[src/rtl/flash_emu_pkg.sv]
package flash_emu_pkg;

    typedef enum logic [2:0] {
        S_IDLE,
        S_RD_WAIT,
        S_RD_POLL,
        S_WR_PROG,
        S_ER_ARM,
        S_ER_RUN
    } emu_state_t;

    localparam logic [1:0] BUSY_NONE  = 2'b00;
    localparam logic [1:0] BUSY_ERASE = 2'b01;
    localparam logic [1:0] BUSY_WRITE = 2'b10;
    localparam logic [1:0] BUSY_READ  = 2'b11;

    localparam int         SECT_LSB   = 20;
    localparam logic [2:0] SECT_NONE  = 3'b111;
    localparam int         POLLS_READ = 2;

endpackage

[src/rtl/flash_emu_store.sv]
module flash_emu_store #(
    parameter int NUM_SECTORS  = 4,
    parameter int SECTOR_WORDS = 8,
    parameter int IDX_W        = 5
) (
    input  logic             clk,
    input  logic             rst,
    input  logic             wr_en,
    input  logic [IDX_W-1:0] idx,
    input  logic [31:0]      wr_data,
    input  logic             er_en,
    input  logic [2:0]       er_sector,
    output logic [31:0]      rd_data
);
    localparam int DEPTH = NUM_SECTORS * SECTOR_WORDS;

    logic [31:0] words [DEPTH];

    // Reset and erase both leave words in the all-ones state.
    always_ff @(posedge clk) begin
        for (int w = 0; w < DEPTH; w++) begin
            if (rst) begin
                words[w] <= '1;
            end else if (er_en && (er_sector == 3'(w / SECTOR_WORDS))) begin
                words[w] <= '1;
            end else if (wr_en && (idx == IDX_W'(w))) begin
                words[w] <= wr_data;
            end
        end
    end

    assign rd_data = words[idx];

endmodule

[src/rtl/flash_emu_seq.sv]
module flash_emu_seq
    import flash_emu_pkg::*;
#(
    parameter int NUM_SECTORS  = 4,
    parameter int SECTOR_WORDS = 8,
    parameter int IDX_W        = 5,
    parameter int READ_LATENCY = 4,
    parameter int WRITE_CYCLES = 5,
    parameter int ERASE_CYCLES = 12,
    parameter int WP_LSB       = 24
) (
    input  logic             clk,
    input  logic             rst,
    input  logic             ctl_addr,
    input  logic             ctl_rd,
    input  logic             ctl_wr,
    input  logic [31:0]      ctl_wdata,
    output logic [31:0]      ctl_rdata,
    input  logic [16:0]      dat_addr,
    input  logic             dat_rd,
    input  logic             dat_wr,
    output logic [31:0]      dat_rdata,
    output logic             dat_waitreq,
    output logic             dat_rvalid,
    output logic             st_wr_en,
    output logic [IDX_W-1:0] st_idx,
    output logic             st_er_en,
    output logic [2:0]       st_er_sector,
    input  logic [31:0]      st_rd_data
);
    localparam int DEPTH  = NUM_SECTORS * SECTOR_WORDS;
    localparam int MAXC   = (ERASE_CYCLES > WRITE_CYCLES) ?
                            ((ERASE_CYCLES > READ_LATENCY) ? ERASE_CYCLES : READ_LATENCY) :
                            ((WRITE_CYCLES > READ_LATENCY) ? WRITE_CYCLES : READ_LATENCY);
    localparam int CNT_W  = $clog2(MAXC + 1);
    localparam logic [CNT_W-1:0] RD_LOAD = CNT_W'(READ_LATENCY - 1);
    localparam logic [CNT_W-1:0] WR_LOAD = CNT_W'(WRITE_CYCLES - 1);
    localparam logic [CNT_W-1:0] ER_LOAD = CNT_W'(ERASE_CYCLES - 1);

    emu_state_t       state_q, state_d;
    logic [CNT_W-1:0] cnt_q;
    logic [1:0]       poll_q;
    logic [2:0]       wp_q, sect_q, er_sect_q;
    logic             rd_ok_q, wr_ok_q, er_ok_q;
    logic             rvalid_q;
    logic [31:0]      rdata_q, ctl_rdata_q;
    logic [IDX_W-1:0] rd_idx_q;
    logic             rd_in_q;

    // Request decode
    logic [2:0]       new_wp, new_sect;
    logic             in_range, stat_rd, ctl_apply, er_req, er_valid;
    logic             erase_go, erase_reject, cnt_zero;
    logic [1:0]       busy_code;
    logic [31:0]      stat_view, ctl_view;

    assign new_wp       = ctl_wdata[WP_LSB +: 3];
    assign new_sect     = ctl_wdata[SECT_LSB +: 3];
    assign in_range     = dat_addr < 17'(DEPTH);
    assign stat_rd      = ctl_rd && !ctl_addr;
    assign cnt_zero     = cnt_q == '0;
    assign ctl_apply    = ctl_wr && ctl_addr && (state_q == S_IDLE);
    assign er_req       = ctl_apply && !dat_rd && !dat_wr && (new_sect != SECT_NONE);
    assign er_valid     = (new_wp == 3'b000) && (32'(new_sect) < NUM_SECTORS);
    assign erase_go     = er_req && er_valid;
    assign erase_reject = er_req && !er_valid;

    // Busy code as a status read would report it this cycle
    always_comb begin
        unique case (state_q)
            S_RD_WAIT: busy_code = BUSY_READ;
            S_RD_POLL: busy_code = (poll_q == 2'(POLLS_READ)) ? BUSY_NONE : BUSY_READ;
            S_WR_PROG: busy_code = BUSY_WRITE;
            S_ER_RUN:  busy_code = BUSY_ERASE;
            default:   busy_code = BUSY_NONE;
        endcase
    end

    assign stat_view = {27'b0, er_ok_q, wr_ok_q, rd_ok_q, busy_code};

    always_comb begin
        ctl_view                 = '0;
        ctl_view[WP_LSB +: 3]    = wp_q;
        ctl_view[SECT_LSB +: 3]  = sect_q;
    end

    // State register
    always_ff @(posedge clk) begin
        if (rst) state_q <= S_IDLE;
        else     state_q <= state_d;
    end

    // Next-state logic
    always_comb begin
        state_d = state_q;
        unique case (state_q)
            S_IDLE: begin
                if (dat_rd)        state_d = S_RD_WAIT;
                else if (dat_wr)   state_d = S_WR_PROG;
                else if (erase_go) state_d = S_ER_ARM;
            end
            S_RD_WAIT: if (cnt_zero) state_d = S_RD_POLL;
            S_RD_POLL: if (stat_rd && poll_q == 2'(POLLS_READ)) state_d = S_IDLE;
            S_WR_PROG: if (!dat_wr || cnt_zero) state_d = S_IDLE;
            S_ER_ARM:  if (stat_rd) state_d = S_ER_RUN;
            S_ER_RUN:  if (cnt_zero) state_d = S_IDLE;
            default:   state_d = S_IDLE;
        endcase
    end

    // Outputs, counters and reported results
    always_ff @(posedge clk) begin
        if (rst) begin
            cnt_q       <= '0;
            poll_q      <= '0;
            wp_q        <= 3'b111;
            sect_q      <= SECT_NONE;
            er_sect_q   <= '0;
            rd_ok_q     <= 1'b1;
            wr_ok_q     <= 1'b1;
            er_ok_q     <= 1'b1;
            rvalid_q    <= 1'b0;
            rdata_q     <= '0;
            ctl_rdata_q <= '0;
            rd_idx_q    <= '0;
            rd_in_q     <= 1'b0;
        end else begin
            rvalid_q <= 1'b0;
            rdata_q  <= '0;
            if (ctl_rd) ctl_rdata_q <= ctl_addr ? ctl_view : stat_view;
            if (ctl_apply) begin
                wp_q   <= new_wp;
                sect_q <= new_sect;
            end
            if (erase_reject) er_ok_q <= 1'b0;
            unique case (state_q)
                S_IDLE: begin
                    if (dat_rd) begin
                        cnt_q    <= RD_LOAD;
                        rd_idx_q <= dat_addr[IDX_W-1:0];
                        rd_in_q  <= in_range;
                    end else if (dat_wr) begin
                        cnt_q <= WR_LOAD;
                    end else if (erase_go) begin
                        er_sect_q <= new_sect;
                    end
                end
                S_RD_WAIT: begin
                    if (cnt_zero) begin
                        rvalid_q <= 1'b1;
                        rdata_q  <= rd_in_q ? st_rd_data : '0;
                        rd_ok_q  <= rd_in_q;
                        poll_q   <= '0;
                    end else begin
                        cnt_q <= cnt_q - 1'b1;
                    end
                end
                S_RD_POLL: if (stat_rd) poll_q <= poll_q + 1'b1;
                S_WR_PROG: begin
                    if (dat_wr && cnt_zero) wr_ok_q <= in_range && (wp_q == 3'b000);
                    else if (dat_wr)        cnt_q   <= cnt_q - 1'b1;
                end
                S_ER_ARM: if (stat_rd) cnt_q <= ER_LOAD;
                S_ER_RUN: begin
                    if (cnt_zero) er_ok_q <= 1'b1;
                    else          cnt_q   <= cnt_q - 1'b1;
                end
                default: ;
            endcase
        end
    end

    assign st_wr_en     = (state_q == S_WR_PROG) && dat_wr && cnt_zero &&
                          in_range && (wp_q == 3'b000);
    assign st_idx       = (state_q == S_WR_PROG) ? dat_addr[IDX_W-1:0] : rd_idx_q;
    assign st_er_en     = (state_q == S_ER_RUN) && cnt_zero;
    assign st_er_sector = er_sect_q;

    assign dat_waitreq  = dat_wr && !((state_q == S_WR_PROG) && cnt_zero);
    assign dat_rvalid   = rvalid_q;
    assign dat_rdata    = rdata_q;
    assign ctl_rdata    = ctl_rdata_q;

endmodule

[src/rtl/flash_ctl_emu.sv]
module flash_ctl_emu #(
    parameter int NUM_SECTORS  = 4,
    parameter int SECTOR_WORDS = 8,
    parameter int READ_LATENCY = 4,
    parameter int WRITE_CYCLES = 5,
    parameter int ERASE_CYCLES = 12,
    parameter int WP_LSB       = 24
) (
    input  logic        clk,
    input  logic        rst,
    input  logic        ctl_addr,
    input  logic        ctl_rd,
    input  logic        ctl_wr,
    input  logic [31:0] ctl_wdata,
    output logic [31:0] ctl_rdata,
    input  logic [16:0] dat_addr,
    input  logic        dat_rd,
    input  logic        dat_wr,
    input  logic [31:0] dat_wdata,
    output logic [31:0] dat_rdata,
    output logic        dat_waitreq,
    output logic        dat_rvalid
);
    localparam int DEPTH = NUM_SECTORS * SECTOR_WORDS;
    localparam int IDX_W = (DEPTH > 1) ? $clog2(DEPTH) : 1;

    logic             st_wr_en, st_er_en;
    logic [IDX_W-1:0] st_idx;
    logic [2:0]       st_er_sector;
    logic [31:0]      st_rd_data;

    flash_emu_seq #(
        .NUM_SECTORS (NUM_SECTORS),
        .SECTOR_WORDS(SECTOR_WORDS),
        .IDX_W       (IDX_W),
        .READ_LATENCY(READ_LATENCY),
        .WRITE_CYCLES(WRITE_CYCLES),
        .ERASE_CYCLES(ERASE_CYCLES),
        .WP_LSB      (WP_LSB)
    ) u_seq (
        .clk         (clk),
        .rst         (rst),
        .ctl_addr    (ctl_addr),
        .ctl_rd      (ctl_rd),
        .ctl_wr      (ctl_wr),
        .ctl_wdata   (ctl_wdata),
        .ctl_rdata   (ctl_rdata),
        .dat_addr    (dat_addr),
        .dat_rd      (dat_rd),
        .dat_wr      (dat_wr),
        .dat_rdata   (dat_rdata),
        .dat_waitreq (dat_waitreq),
        .dat_rvalid  (dat_rvalid),
        .st_wr_en    (st_wr_en),
        .st_idx      (st_idx),
        .st_er_en    (st_er_en),
        .st_er_sector(st_er_sector),
        .st_rd_data  (st_rd_data)
    );

    flash_emu_store #(
        .NUM_SECTORS (NUM_SECTORS),
        .SECTOR_WORDS(SECTOR_WORDS),
        .IDX_W       (IDX_W)
    ) u_store (
        .clk      (clk),
        .rst      (rst),
        .wr_en    (st_wr_en),
        .idx      (st_idx),
        .wr_data  (dat_wdata),
        .er_en    (st_er_en),
        .er_sector(st_er_sector),
        .rd_data  (st_rd_data)
    );

endmodule

[config.mk]
export PLATFORM = sky130hd
export DESIGN_NAME = flash_ctl_emu
export DESIGN_NICKNAME = d
export VERILOG_FILES = /design/src/rtl/flash_emu_pkg.sv /design/src/rtl/flash_emu_store.sv /design/src/rtl/flash_emu_seq.sv /design/src/rtl/flash_ctl_emu.sv
export SDC_FILE = /design/constraint.sdc
export NUM_CORES = 2
export LEC_CHECK = 0
export BUFFER_PORTS_ARGS = -buffer_cell sky130_fd_sc_hd__buf_4
export CORE_ASPECT_RATIO = 2
export CORE_MARGIN = 10
export CORE_UTILIZATION = 35
export DETAILED_ROUTE_END_ITERATION = 7
export MAX_ROUTING_LAYER = met4
export PLACE_DENSITY = 0.51
export SLEW_MARGIN = 0
export SYNTH_ARGS = -nofsm -noshare
export SYNTH_HDL_FRONTEND = slang
export SYNTH_HIERARCHICAL = 1
export SYNTH_SLANG_ARGS = --single-unit
[constraint.sdc]
create_clock -name clk -period 13.5 [get_ports clk]
set_clock_uncertainty 0.05 [all_clocks]
set_input_delay 2.7 -clock clk [delete_from_list [all_inputs] [get_ports clk]]
set_output_delay 2.7 -clock clk [all_outputs]
set_load 0.02 [all_outputs]
==> impl_metrics.yaml <==
worst_setup_path:
  worst-endpoint-required_ps: 13780
  crit_arrival_ps: 7260
  r2r_start: "u_seq/state_q[0]"
  critPathKind: "in2reg"
  end_kind: "register"
  cp-start-kind: "input port"
  critPathMaxFanout: 46
  r2r_slack_ps: 7360
  startpoint: "dat_addr[3]"
floorplan:
  die_w_um: 286.2
  start_util: 0.3517
  die_y_um: 552.4
  core_um2: 141000
  rows: 195
  io_pins: 154
  die_area_um2: 158100
yosys:
  avgSynthCellArea_um2: 14.48
  synthFlopType: "edfxtp_1"
  netlist_area_um2: 49600
  async_reset_ff_frac: 0
  synth.distinct_cells: 63
  synth_edf_count: 1024
  ys_seq_area_frac: 0.6487
  synthCells: 3426
  ys_seq_elements: 1095
  synth_warnings: 6
drt:
  drtAntennaViolNets: 0
  drt_iter0_markers: 1735
  wl_per_cell_um: 26.86
  via_count: 27540
  via_per_inst: 5.158
  wirelength_mm: 143.4
  drcViolationCount: 0
  drt_first_pass_iters: 5
sta:
  slew_viol_final: 0
  rsz0062_at_grt: "no"
  setup_tns_ps: 0
  finalHoldViolCount: 0
  setup_viol: 0
  tightest_slew_ps: 1143
  period_needed_ps: 6975
  max_slew_margin: 0.2348
  fmax_mhz: 143.4
  timing.final.crit_share: 0.5167
power_and_ir_drop:
  switching_share: 0.2759
  intPower_mw: 5.788
  p_leak_nw: 13.49
  comb_power_share: 0.168
  p_sw_mw: 2.206
  clkPwrFrac: 0.364
  pwr-share-seq: 0.468
  power.density_nw_per_um2: 144.6
  vdd_ir_drop_max_v: 0.00009254
global_routing:
  met2_usage: 0.3347
  grt_max_degree: 97
  antenna_found_initial: 4
  globalRoute.busiestLayer: "met2"
  grt_pass1_vias: 28870
  grt_pass1_wl_mm: 206.7
  grt_usage: 0.1836
  grtUsageMet3: 0.02641
  gr-total-overflow: 0
  use_met1: 0.2055
clocking:
  cts_hold_buf: 0
  cts.sinks: 1095
  numCtsBuffers: 99
  clk_pin_slew_ps: 60
  htree_num_levels: 3
  ctsResizeCount: 0
  cts_tree: "yes"
  post_cts_buffers: 0
  root_buffer: "clkbuf_16"
  cts_buffer_depth: 3
  insertion_delay_ps: 690
cells_and_area:
  final_cell_area_um2: 55280
  syn_to_final_growth_pct: 11.45
  fin_nets: 3471
  drive_above_1_share: 0.2789
run_status:
  outcome: "finished clean"
placement:
  place.gp.congestion: 0.7751
  placed_area_um2: 52010
  place_hpwl_mm: 86.81
  port-buffer-count: 106
min_path:
  min_path_type: "reg2reg"
  worstHoldStart: "u_seq/rd_idx_q[4]"
job:
  drv_cap: 0
-- cell type report --
type	instances	area, um2
clock buffers	120	2599
fillers	13130	85750
flip-flops and latches	1095	32170
diodes	6	15.01
multi-input cells	1998	16100
repair buffers	177	1354
well taps	1871	2341
clock inverters	63	654.4
inverters	10	37.54
-- cell usage after synthesis, types with 8 or more instances --
| cell type | instances | area (um2) |
|---|---|---|
| a2111oi_0 | 8 | 70.07 |
| a2111oi_2 | 9 | 135.1 |
| a211oi_1 | 19 | 142.6 |
| a21oi_1 | 40 | 200.2 |
| a221oi_1 | 18 | 157.7 |
| a22oi_1 | 34 | 255.2 |
| a31oi_1 | 15 | 93.84 |
| and3_1 | 55 | 344.1 |
| buf_1 | 11 | 41.29 |
| buf_2 | 35 | 175.2 |
| buf_4 | 38 | 285.3 |
| clkbuf_1 | 251 | 942.2 |
| dfxtp_1 | 71 | 1421 |
| edfxtp_1 | 1024 | 30750 |
| inv_1 | 10 | 37.54 |
| mux2_2 | 33 | 371.6 |
| mux2i_1 | 221 | 2212 |
| mux4_1 | 9 | 236.5 |
| mux4_2 | 138 | 3108 |
| nand2_1 | 75 | 281.5 |
| nand2b_1 | 648 | 4054 |
| nand3_1 | 14 | 70.07 |
| nand3b_1 | 14 | 105.1 |
| nor2_1 | 37 | 138.9 |
| nor2b_1 | 8 | 50.05 |
| nor3_1 | 9 | 45.04 |
| o21ai_0 | 22 | 110.1 |
| o221ai_1 | 18 | 157.7 |
| o22ai_1 | 73 | 456.7 |
| or2_2 | 386 | 2415 |
| or2b_1 | 22 | 165.2 |
-- registers in the layout (all words and copies together) (netlist names), 2 cells and up --
signal,count
u_seq/dat_rdata,32
u_seq/poll_q,2
u_seq/state_q,3
u_seq/ctl_rdata,11
u_seq/cnt_q,4
u_seq/wp_q,3
u_seq/sect_q,3
u_seq/rd_idx_q,5
u_seq/st_er_sector,3
u_store/words,1024
-- path summary, 6_finish.rpt --
check / endpoint / cells past startpoint
worst max register to register: u_store/words[14][17] / 8
worst min register to register: u_seq/rd_idx_q[4] / 2
worst min-delay path: u_seq/rd_idx_q[4] / 2
worst max-delay path: u_store/words[14][17] / 8
-- critical path: stages --
cell and delay (ps):
buf_4 100, mux2_4 730, buf_4 660, and2_2 270, buf_4 620, and3_2 1020, nand2b_2 640, buf_4 440
-- power by group through the flow --
| stage | Clock [mW] | Combinational (mW) | Sequential (mW) |
|---|---|---|---|
| after floorplan | 0 | 0.905 | 3.81 |
| after global placement | 0 | 1.36 | 3.82 |
| after detailed placement | 0 | 1.36 | 3.82 |
| after CTS | 2.99 | 1.36 | 3.74 |
| after global routing | 3.10 | 1.43 | 3.74 |
| final | 2.91 | 1.34 | 3.74 |
-- placed cells by master (no fill, tap or decap), drive strengths merged, types with 4 or more instances in the layout --
cell type	synthesis	layout
dfxtp	71	71
a211oi	19	19
conb	1	21
diode	0	6
mux2	33	33
a2111oi	17	17
or3b	5	5
edfxtp	1024	1024
nand4	4	4
a22oi	34	34
mux4	147	147
nand2	75	75
nand3b	14	14
nand2b	648	648
and2	7	7
a31oi	15	15
nor3	10	10
clkinv	0	43
nand3	14	14
a221oi	19	19
a21oi	41	41
bufinv	0	13
o21ai	24	24
or2b	22	22
clkinvlp	0	4
o221ai	19	19
nor2b	8	8
o22ai	73	73
mux2i	221	221
nor4	6	6
inv	10	13
clkbuf	254	120
and3	57	57
or2	386	386
buf	89	177
nor2	37	37
-- layer usage --
metal,up-vias,part of all wire
met5,-,0
met1,14290,0.38
met4,0,0.023
li1,12350,-
met3,163,0.052
met2,741,0.54
-- per-stage QoR --
| step | util | total power [mW] | std cells | hold WS [ps] | worst slack (ps) |
|---|---|---|---|---|---|
| 4_1_cts | 0.3919 | 8.092 | 5334 | 410.8 | 6501 |
| 3_3_place_gp | 0.3688 | 5.174 | 5151 | 392.4 | 5756 |
| 5_1_grt | 0.3919 | 8.268 | 5337 | 432.1 | 6407 |
| 3_5_place_dp | 0.3688 | 5.177 | 5151 | 399.5 | 5738 |
| 2_1_floorplan | - | 4.718 | 3446 | 382.9 | 7002 |
| 6_report | 0.3920 | 7.993 | 5340 | 409.2 | 6525 |
-- cells by family after synthesis --
family | after synthesis | share of synthesized area
buffers and inverters | 353 | 0.03184
AOI/OAI and AO/OA | 269 | 0.03860
adders and majority gates | 2 | 0.0005045
muxes | 401 | 0.1195
DFF | 1095 | 0.6487
xor gates and xnor gates | 1 | 0.0001766
other | 1 | 0.00007561
and+or+nand+nor | 1304 | 0.1606
Note: power is estimated with default switching activity, not from simulation.
